## config.mk

```make
export PLATFORM = sky130hd
export DESIGN_NAME = mstep_corrector
export DESIGN_NICKNAME = d
export VERILOG_FILES = /design/src/rtl/adc_corr_pkg.sv /design/src/rtl/therm_counter.sv /design/src/rtl/offset_merge.sv /design/src/rtl/result_stage.sv /design/src/rtl/mstep_corrector.sv
export SDC_FILE = /design/constraint.sdc
export NUM_CORES = 1
export LEC_CHECK = 0
export ABC_AREA = 1
export BUFFER_PORTS_ARGS = -buffer_cell sky130_fd_sc_hd__buf_2
export CORE_MARGIN = 2
export CORE_UTILIZATION = 44
export CTS_CLUSTER_SIZE = 28
export DETAILED_ROUTE_END_ITERATION = 7
export PLACE_DENSITY = 0.68
export RECOVER_POWER = 25
export SYNTH_ARGS = -nofsm -noshare
export SYNTH_HDL_FRONTEND = slang
export SYNTH_SLANG_ARGS = --single-unit
```

## constraint.sdc

```tcl
create_clock -name clk -period 6.75 [get_ports clk]
set_input_delay 0.675 -clock clk [delete_from_list [all_inputs] [get_ports clk]]
set_output_delay 0.675 -clock clk [all_outputs]
set_load 0.02 [all_outputs]
```

## src/rtl/adc_corr_pkg.sv

```systemverilog
package adc_corr_pkg;

    parameter int COARSE_W   = 10;
    parameter int SUB_BITS   = 2;
    parameter int FINE_LVLS  = 16;
    parameter int FINE_BELOW = 6;

    localparam int OUT_W   = COARSE_W + SUB_BITS;
    localparam int SUM_W   = OUT_W + 2;
    localparam int CNT_W   = $clog2(FINE_LVLS + 1);
    localparam int OUT_MAX = (1 << OUT_W) - 1;

    typedef logic [CNT_W-1:0]        fine_cnt_t;
    typedef logic signed [SUM_W-1:0] wide_sum_t;

    typedef struct packed {
        logic             valid;
        logic [OUT_W-1:0] code;
    } merged_t;

    // Signed quarter-step offset derived from the fine count.
    function automatic wide_sum_t fine_offset(input fine_cnt_t cnt);
        return wide_sum_t'({{(SUM_W-CNT_W){1'b0}}, cnt}) - wide_sum_t'(FINE_BELOW);
    endfunction

    // Coarse code placed on the fine grid.
    function automatic wide_sum_t coarse_scaled(input logic [COARSE_W-1:0] c);
        return wide_sum_t'({{(SUM_W-OUT_W){1'b0}}, c, {SUB_BITS{1'b0}}});
    endfunction

endpackage

```

## src/rtl/therm_counter.sv

```systemverilog
module therm_counter
    import adc_corr_pkg::*;
(
    input  logic [FINE_LVLS-1:0] therm,
    output fine_cnt_t            count
);
    fine_cnt_t bit_ext [FINE_LVLS];

    genvar g;
    generate
        for (g = 0; g < FINE_LVLS; g++) begin : g_ext
            assign bit_ext[g] = fine_cnt_t'(therm[g]);
        end
    endgenerate

    always_comb begin
        count = '0;
        for (int i = 0; i < FINE_LVLS; i++) begin
            count = count + bit_ext[i];
        end
    end
endmodule

```

## src/rtl/offset_merge.sv

```systemverilog
module offset_merge
    import adc_corr_pkg::*;
(
    input  logic [COARSE_W-1:0] coarse,
    input  fine_cnt_t           count,
    output logic [OUT_W-1:0]    code
);
    wide_sum_t sum;

    always_comb begin
        sum = coarse_scaled(coarse) + fine_offset(count);
        if (sum < 0) begin
            code = '0;
        end else if (sum > wide_sum_t'(OUT_MAX)) begin
            code = OUT_W'(OUT_MAX);
        end else begin
            code = sum[OUT_W-1:0];
        end
    end
endmodule

```

## src/rtl/result_stage.sv

```systemverilog
module result_stage
    import adc_corr_pkg::*;
(
    input  logic             clk,
    input  logic             rst,
    input  logic             load,
    input  logic [OUT_W-1:0] next_code,
    output merged_t          q
);
    always_ff @(posedge clk) begin
        if (rst) begin
            q <= '0;
        end else begin
            q.valid <= load;
            if (load) begin
                q.code <= next_code;
            end
        end
    end
endmodule

```

## src/rtl/mstep_corrector.sv

```systemverilog
module mstep_corrector
    import adc_corr_pkg::*;
(
    input  logic                 clk,
    input  logic                 rst,
    input  logic                 in_valid,
    input  logic [COARSE_W-1:0]  coarse_code,
    input  logic [FINE_LVLS-1:0] fine_therm,
    output logic [OUT_W-1:0]     result,
    output logic                 result_valid
);
    fine_cnt_t        fine_count;
    logic [OUT_W-1:0] merged_code;
    merged_t          out_q;

    therm_counter u_count (
        .therm (fine_therm),
        .count (fine_count)
    );

    offset_merge u_merge (
        .coarse (coarse_code),
        .count  (fine_count),
        .code   (merged_code)
    );

    result_stage u_stage (
        .clk       (clk),
        .rst       (rst),
        .load      (in_valid),
        .next_code (merged_code),
        .q         (out_q)
    );

    assign result       = out_q.code;
    assign result_valid = out_q.valid;
endmodule

```

==> flow_summary.toml, run 1 <==
[cts]
cts_inserted_buffers = 3
clock_latency_ns = 0.24
postCtsHoldBufs = 0
cts_tree = "built"
clk_pin_slew_ns = 0.05
cts_sinks = 13
cts_setup_buffers = 0
clock_path_buffers = 2
htreeDepth = 1
post_cts_resized = 0
cts_root_buffer = "clkbuf_8"

[yosys]
synth_ff_type = "dfxtp_1"
synth_area_um2 = 1670
synth_top_cell_by_area = "dfxtp_1"
muxShareOfSynthArea_pct = 0
ys_seq_area_share_pct = 15.6
synth_compound_area_share_pct = 12.6
synth_top_family_by_area = "simple AND/OR/NAND/NOR gates"
synthAdderAreaFrac_pct = 25.9
yosys-top-cells-count = "40 x inv_1, 40 x nand2_1, 28 x nand2_2, 17 x ha_1"
yosys.area.top_type_share_pct = 15.6
netlist_instances = 220
synthArstFlopShare_pct = 0
avgSynthCellArea_um2 = 7.59
syn-num-nets = 277
yosysWarnings = 0
yosys.area_share.simple_pct = 28.7
synth_xor_area_share_pct = 5.24
synth_edf_count = 0
synth_area_leaders = "dfxtp_1 16%, fa_1 13%, ha_1 13%"
ys_ff_latch = 13
ys_types = 29

[cells_and_area]
fin_nets = 319
postLayoutCoreUtil_pct = 52.9
largest_register_ff_count = 13
regMostFlops = "u_stage.q"
fillers = 367
largest_registers = "u_stage.q: 13 flops"
antenna-diode-count = 0
area_growth_pct = 15.9
drive_above_1_share_pct = 35.2

[timing]
max_slew_margin_pct = 70.2
period_minus_slack_ns = 5.94
min_period_over_period_pct = 87.9
rsz0062_at_grt = "false"
max_freq_ghz = 0.168
worst_pin_slew_ns = 0.447
drv_slew = 0
fin_skew_ns = 0
setup_tns_ns = 0
hold_viol_final = 0
setup-violations-final = 0

[die]
initial_core_util_pct = 45.6
num_rows = 22
die_x_um = 65.6
die_area_um2 = 4310
core_area_um2 = 3660
die_height_um = 65.6
io_pins = 42

[detailed_routing]
vias = 1394
first_iter_violations = 22
antenna_left = 0
via_per_inst = 4.51
first_pass_iters = 4
drc = 0
routed_wl_um = 2980
wl_per_cell_um = 9.65

[global_routing]
track_usage_pct = 15.1
grt_pass1_vias = 1222
gr-total-overflow = 0
grt_pass1_wl_um = 5170
grt_max_degree = 15
antenna_found_initial = 0

[setup_path]
start_kind = "primary input"
critPathCaptureType = "register"
worst_ep_required_time_ns = 6.92
path_max_fanout = 12
crit_type = "in2reg"
cp.arrival_ns = 6.11
reg2reg_slack_ns = 6.11

[place]
hpwl_um = 2590
gp_congestion = 0.850
portBuffers = 41

[worst_hold_path]
hp-class = "reg2reg"

[status]
outcome = "finished, final reports clean"

[run]
cap_violations = 0
## kinds of logic after synthesis
kind of cell / after synthesis
and+or+nand+nor: 94
buffers and inverters: 47
AOI/OAI and AO/OA: 28
adders and majority gates: 28
DFF: 13
xor gates and xnor gates: 10
## layer usage
metal	wire [um]	track usage, %	vias to the layer above
li1	-	-	758
met2	1270	22.4	26
met3	101	0.856	4
met4	36	7.03	0
met1	1580	22.3	606
met5	0	0	-
## layout make-up
type / instances / area (um^2) / area share, %
multi-input combinational: 160 / 1210 / 62.5
sequential: 13 / 260 / 13.4
tap: 48 / 60.1 / 3.10
clock buffer: 4 / 45.0 / 2.33
timing repair buffer: 41 / 199 / 10.3
inverter: 43 / 161 / 8.34
## final timing paths
path,from,to,cells after the start
worst min register to register,u_stage.q[2],u_stage.q[2],2
worst min-delay path,u_stage.q[2],u_stage.q[2],2
worst max-delay path,fine_therm[0],u_stage.q[2],22
worst max register to register,u_stage.q[8],u_stage.q[8],2
## critical path, stage by stage
cell	delay [ns]
buf_2	0.10
ha_1	0.28
inv_1	0.06
fa_1	0.43
fa_1	0.50
fa_1	0.54
fa_1	0.43
fa_1	0.41
fa_1	0.41
xnor2_1	0.16
ha_1	0.24
nor2_4	0.26
ha_1	0.32
nand2_1	0.08
nand2_1	0.07
a21oi_1	0.23
nand2_1	0.10
nor2_2	0.09
nand2_2	0.08
a21oi_4	0.39
nand2_1	0.11
a21oi_1	0.13
## stage by stage
| step | hold WS, ns | setup slack (ns) | area, um^2 | std cells |
|---|---|---|---|---|
| floorplan | 0.536 | 1.07 | 1670 | 220 |
| global placement | 0.457 | 0.666 | 1900 | 305 |
| detailed placement | 0.466 | 0.547 | 1900 | 305 |
| CTS | 0.474 | 0.784 | 1940 | 309 |
| global route | 0.483 | 0.475 | 1940 | 309 |
| finish | 0.472 | 0.815 | 1940 | 309 |
## cell usage in the layout (no fill, tap or decap), drive strengths merged
| master | n |
|---|---|
| a21o | 1 |
| a21oi | 23 |
| a31oi | 1 |
| buf | 36 |
| clkbuf | 9 |
| dfxtp | 13 |
| fa | 11 |
| ha | 17 |
| inv | 43 |
| nand2 | 69 |
| nand3 | 12 |
| nand3b | 1 |
| nand4 | 1 |
| nor2 | 11 |
| o21ai | 2 |
| o21bai | 1 |
| xnor2 | 6 |
| xor2 | 4 |
Power of run 1 is not shown: default switching activity piles up to over one toggle a cycle in this logic, so the estimate is an artifact.
==> inputs of run 2 (changes only) <==
--- a/config.mk
+++ b/config.mk
@@ -7,7 +7,6 @@
 export LEC_CHECK = 0
 export ABC_AREA = 1
 export BUFFER_PORTS_ARGS = -buffer_cell sky130_fd_sc_hd__buf_2
-export CORE_MARGIN = 2
 export CORE_UTILIZATION = 44
 export CTS_CLUSTER_SIZE = 28
 export DETAILED_ROUTE_END_ITERATION = 7
==> flow_summary.toml, run 2 (synthesis gave the netlist of run 1 again) <==
[setup_path]
r2r_start = "u_stage.q[11]"
reg2reg_slack_ns = 6.12
cp.arrival_ns = 6.12
cp_slowest_cell = "fa_1"
max_stage_delay_ns = 0.53
reg2reg_to = "u_stage.q[11]"
worst_ep_required_time_ns = 6.92
start_kind = "primary input"
worstPathCellList = "buf_2 -> ha_1 -> inv_1 -> fa_1 -> fa_1 -> fa_1 -> fa_1 -> fa_1 -> fa_1 -> xnor2_1 -> ha_1 -> nor2_4 -> ha_1 -> nand2_1 -> nand2_1 -> a21oi_1 -> nand2_1 -> nor2_2 -> nand2_2 -> a21oi_4 -> nand2_1 -> a21oi_1"
r2r_cells = 2
cpMostUsedCell = "fa_1"
crit_type = "in2reg"
critPathCaptureType = "register"
path_max_fanout = 12

[status]
outcome = "finished, final reports clean"

[cells_and_area]
regMostFlops = "u_stage.q"
largest_register_ff_count = 13
fin_cells = 309
fin_nets = 319
antenna-diode-count = 0
drive_above_1_share_pct = 35.2
largest_registers = "u_stage.q: 13 flops"
fillers = 375
layout_common_cells = "40 x inv_1, 40 x nand2_1, 36 x buf_2"
area_growth_pct = 15.9

[cts]
cts_sinks = 13
cts_setup_buffers = 0
cts_tree = "built"
clock_path_buffers = 2
clk_pin_slew_ns = 0.05
clock_latency_ns = 0.24
cts_inserted_buffers = 3
post_cts_resized = 0
postCtsHoldBufs = 0
cts_root_buffer = "clkbuf_8"
htreeDepth = 1

[die]
initial_core_util_pct = 45.6
num_rows = 22
die_x_um = 63.6
die_height_um = 63.6
core_area_um2 = 3660
io_pins = 42
die_area_um2 = 4050

[global_routing]
gr-usage-met3_pct = 1.09
grt_pass1_wl_um = 5130
grt_max_degree = 15
met1_usage_pct = 23.5
antenna_found_initial = 0
track_usage_pct = 16.0
grt.busiest_layer = "met1"
gr-total-overflow = 0
grt_util_met2_pct = 22.5
grt_pass1_vias = 1211

[worst_hold_path]
hp-class = "reg2reg"
hold_path_depth = 2
hold_end = "u_stage.q[9]"
worstHoldStart = "u_stage.q[9]"

[timing]
worst_pin_slew_ns = 0.462
setup-violations-final = 0
rsz0062_at_grt = "false"
period_minus_slack_ns = 5.95
max_freq_ghz = 0.168
fin_skew_ns = 0
max_slew_margin_pct = 69.2
min_period_over_period_pct = 88.1
setup_tns_ns = 0
drv_slew = 0
hold_viol_final = 0

[detailed_routing]
routed_wl_um = 2940
vias = 1395
first_iter_violations = 26
drc = 0
first_pass_iters = 4
wl_per_cell_um = 9.52
antenna_left = 0
via_per_inst = 4.51

[place]
gp_congestion = 0.829
hpwl_um = 2540
dp_cells = 305
portBuffers = 41

[run]
cap_violations = 0
## run 2: area by class of cell
type / instances / area (um^2) / share of cell area, %
Clock buffer: 4 / 45.0 / 2.33
Multi-Input combinational cell: 160 / 1210 / 62.5
Tap cell: 48 / 60.1 / 3.10
Inverter: 43 / 161 / 8.34
Timing Repair Buffer: 41 / 199 / 10.3
Sequential cell: 13 / 260 / 13.4
## run 2: critical path, delay by kind of cell
kind                     cells  cell delay, ns
buffers and inverters        2            0.17
adder cells (fa/ha/maj)      9            3.56
XOR/XNOR                     1            0.17
AND/OR/NAND/NOR              7            0.78
AO/OA/AOI/OAI                3            0.77
## run 2: how the worst max path moves through the flow
stage | from | cells past startpoint | endpoint
after global routing | fine_therm[0] | 22 | u_stage.q[3]
after CTS | fine_therm[0] | 22 | u_stage.q[2]
final | fine_therm[0] | 22 | u_stage.q[2]
after detailed placement | fine_therm[0] | 22 | u_stage.q[2]
after floorplan | fine_therm[0] | 24 | u_stage.q[0]
after global placement | fine_therm[0] | 22 | u_stage.q[7]
## run 2: routing by layer
layer  vias to the layer above  routed length (um)
met4                         0                  59
met2                        22                1240
met1                       611                1560
li1                        758                   -
met5                         -                   0
met3                         4                  76
## run 2: metrics by stage
| step | hold slack [ns] | setup WS [ns] | instance area, um^2 | util [%] |
|---|---|---|---|---|
| floorplan | 0.536 | 1.07 | 1670 | - |
| global placement | 0.455 | 0.654 | 1900 | 51.8 |
| detailed placement | 0.464 | 0.532 | 1900 | 51.8 |
| CTS | 0.471 | 0.785 | 1940 | 53.0 |
| global route | 0.484 | 0.419 | 1940 | 52.9 |
| finish | 0.470 | 0.801 | 1940 | 52.9 |
Power of run 2 is left out for the same reason.
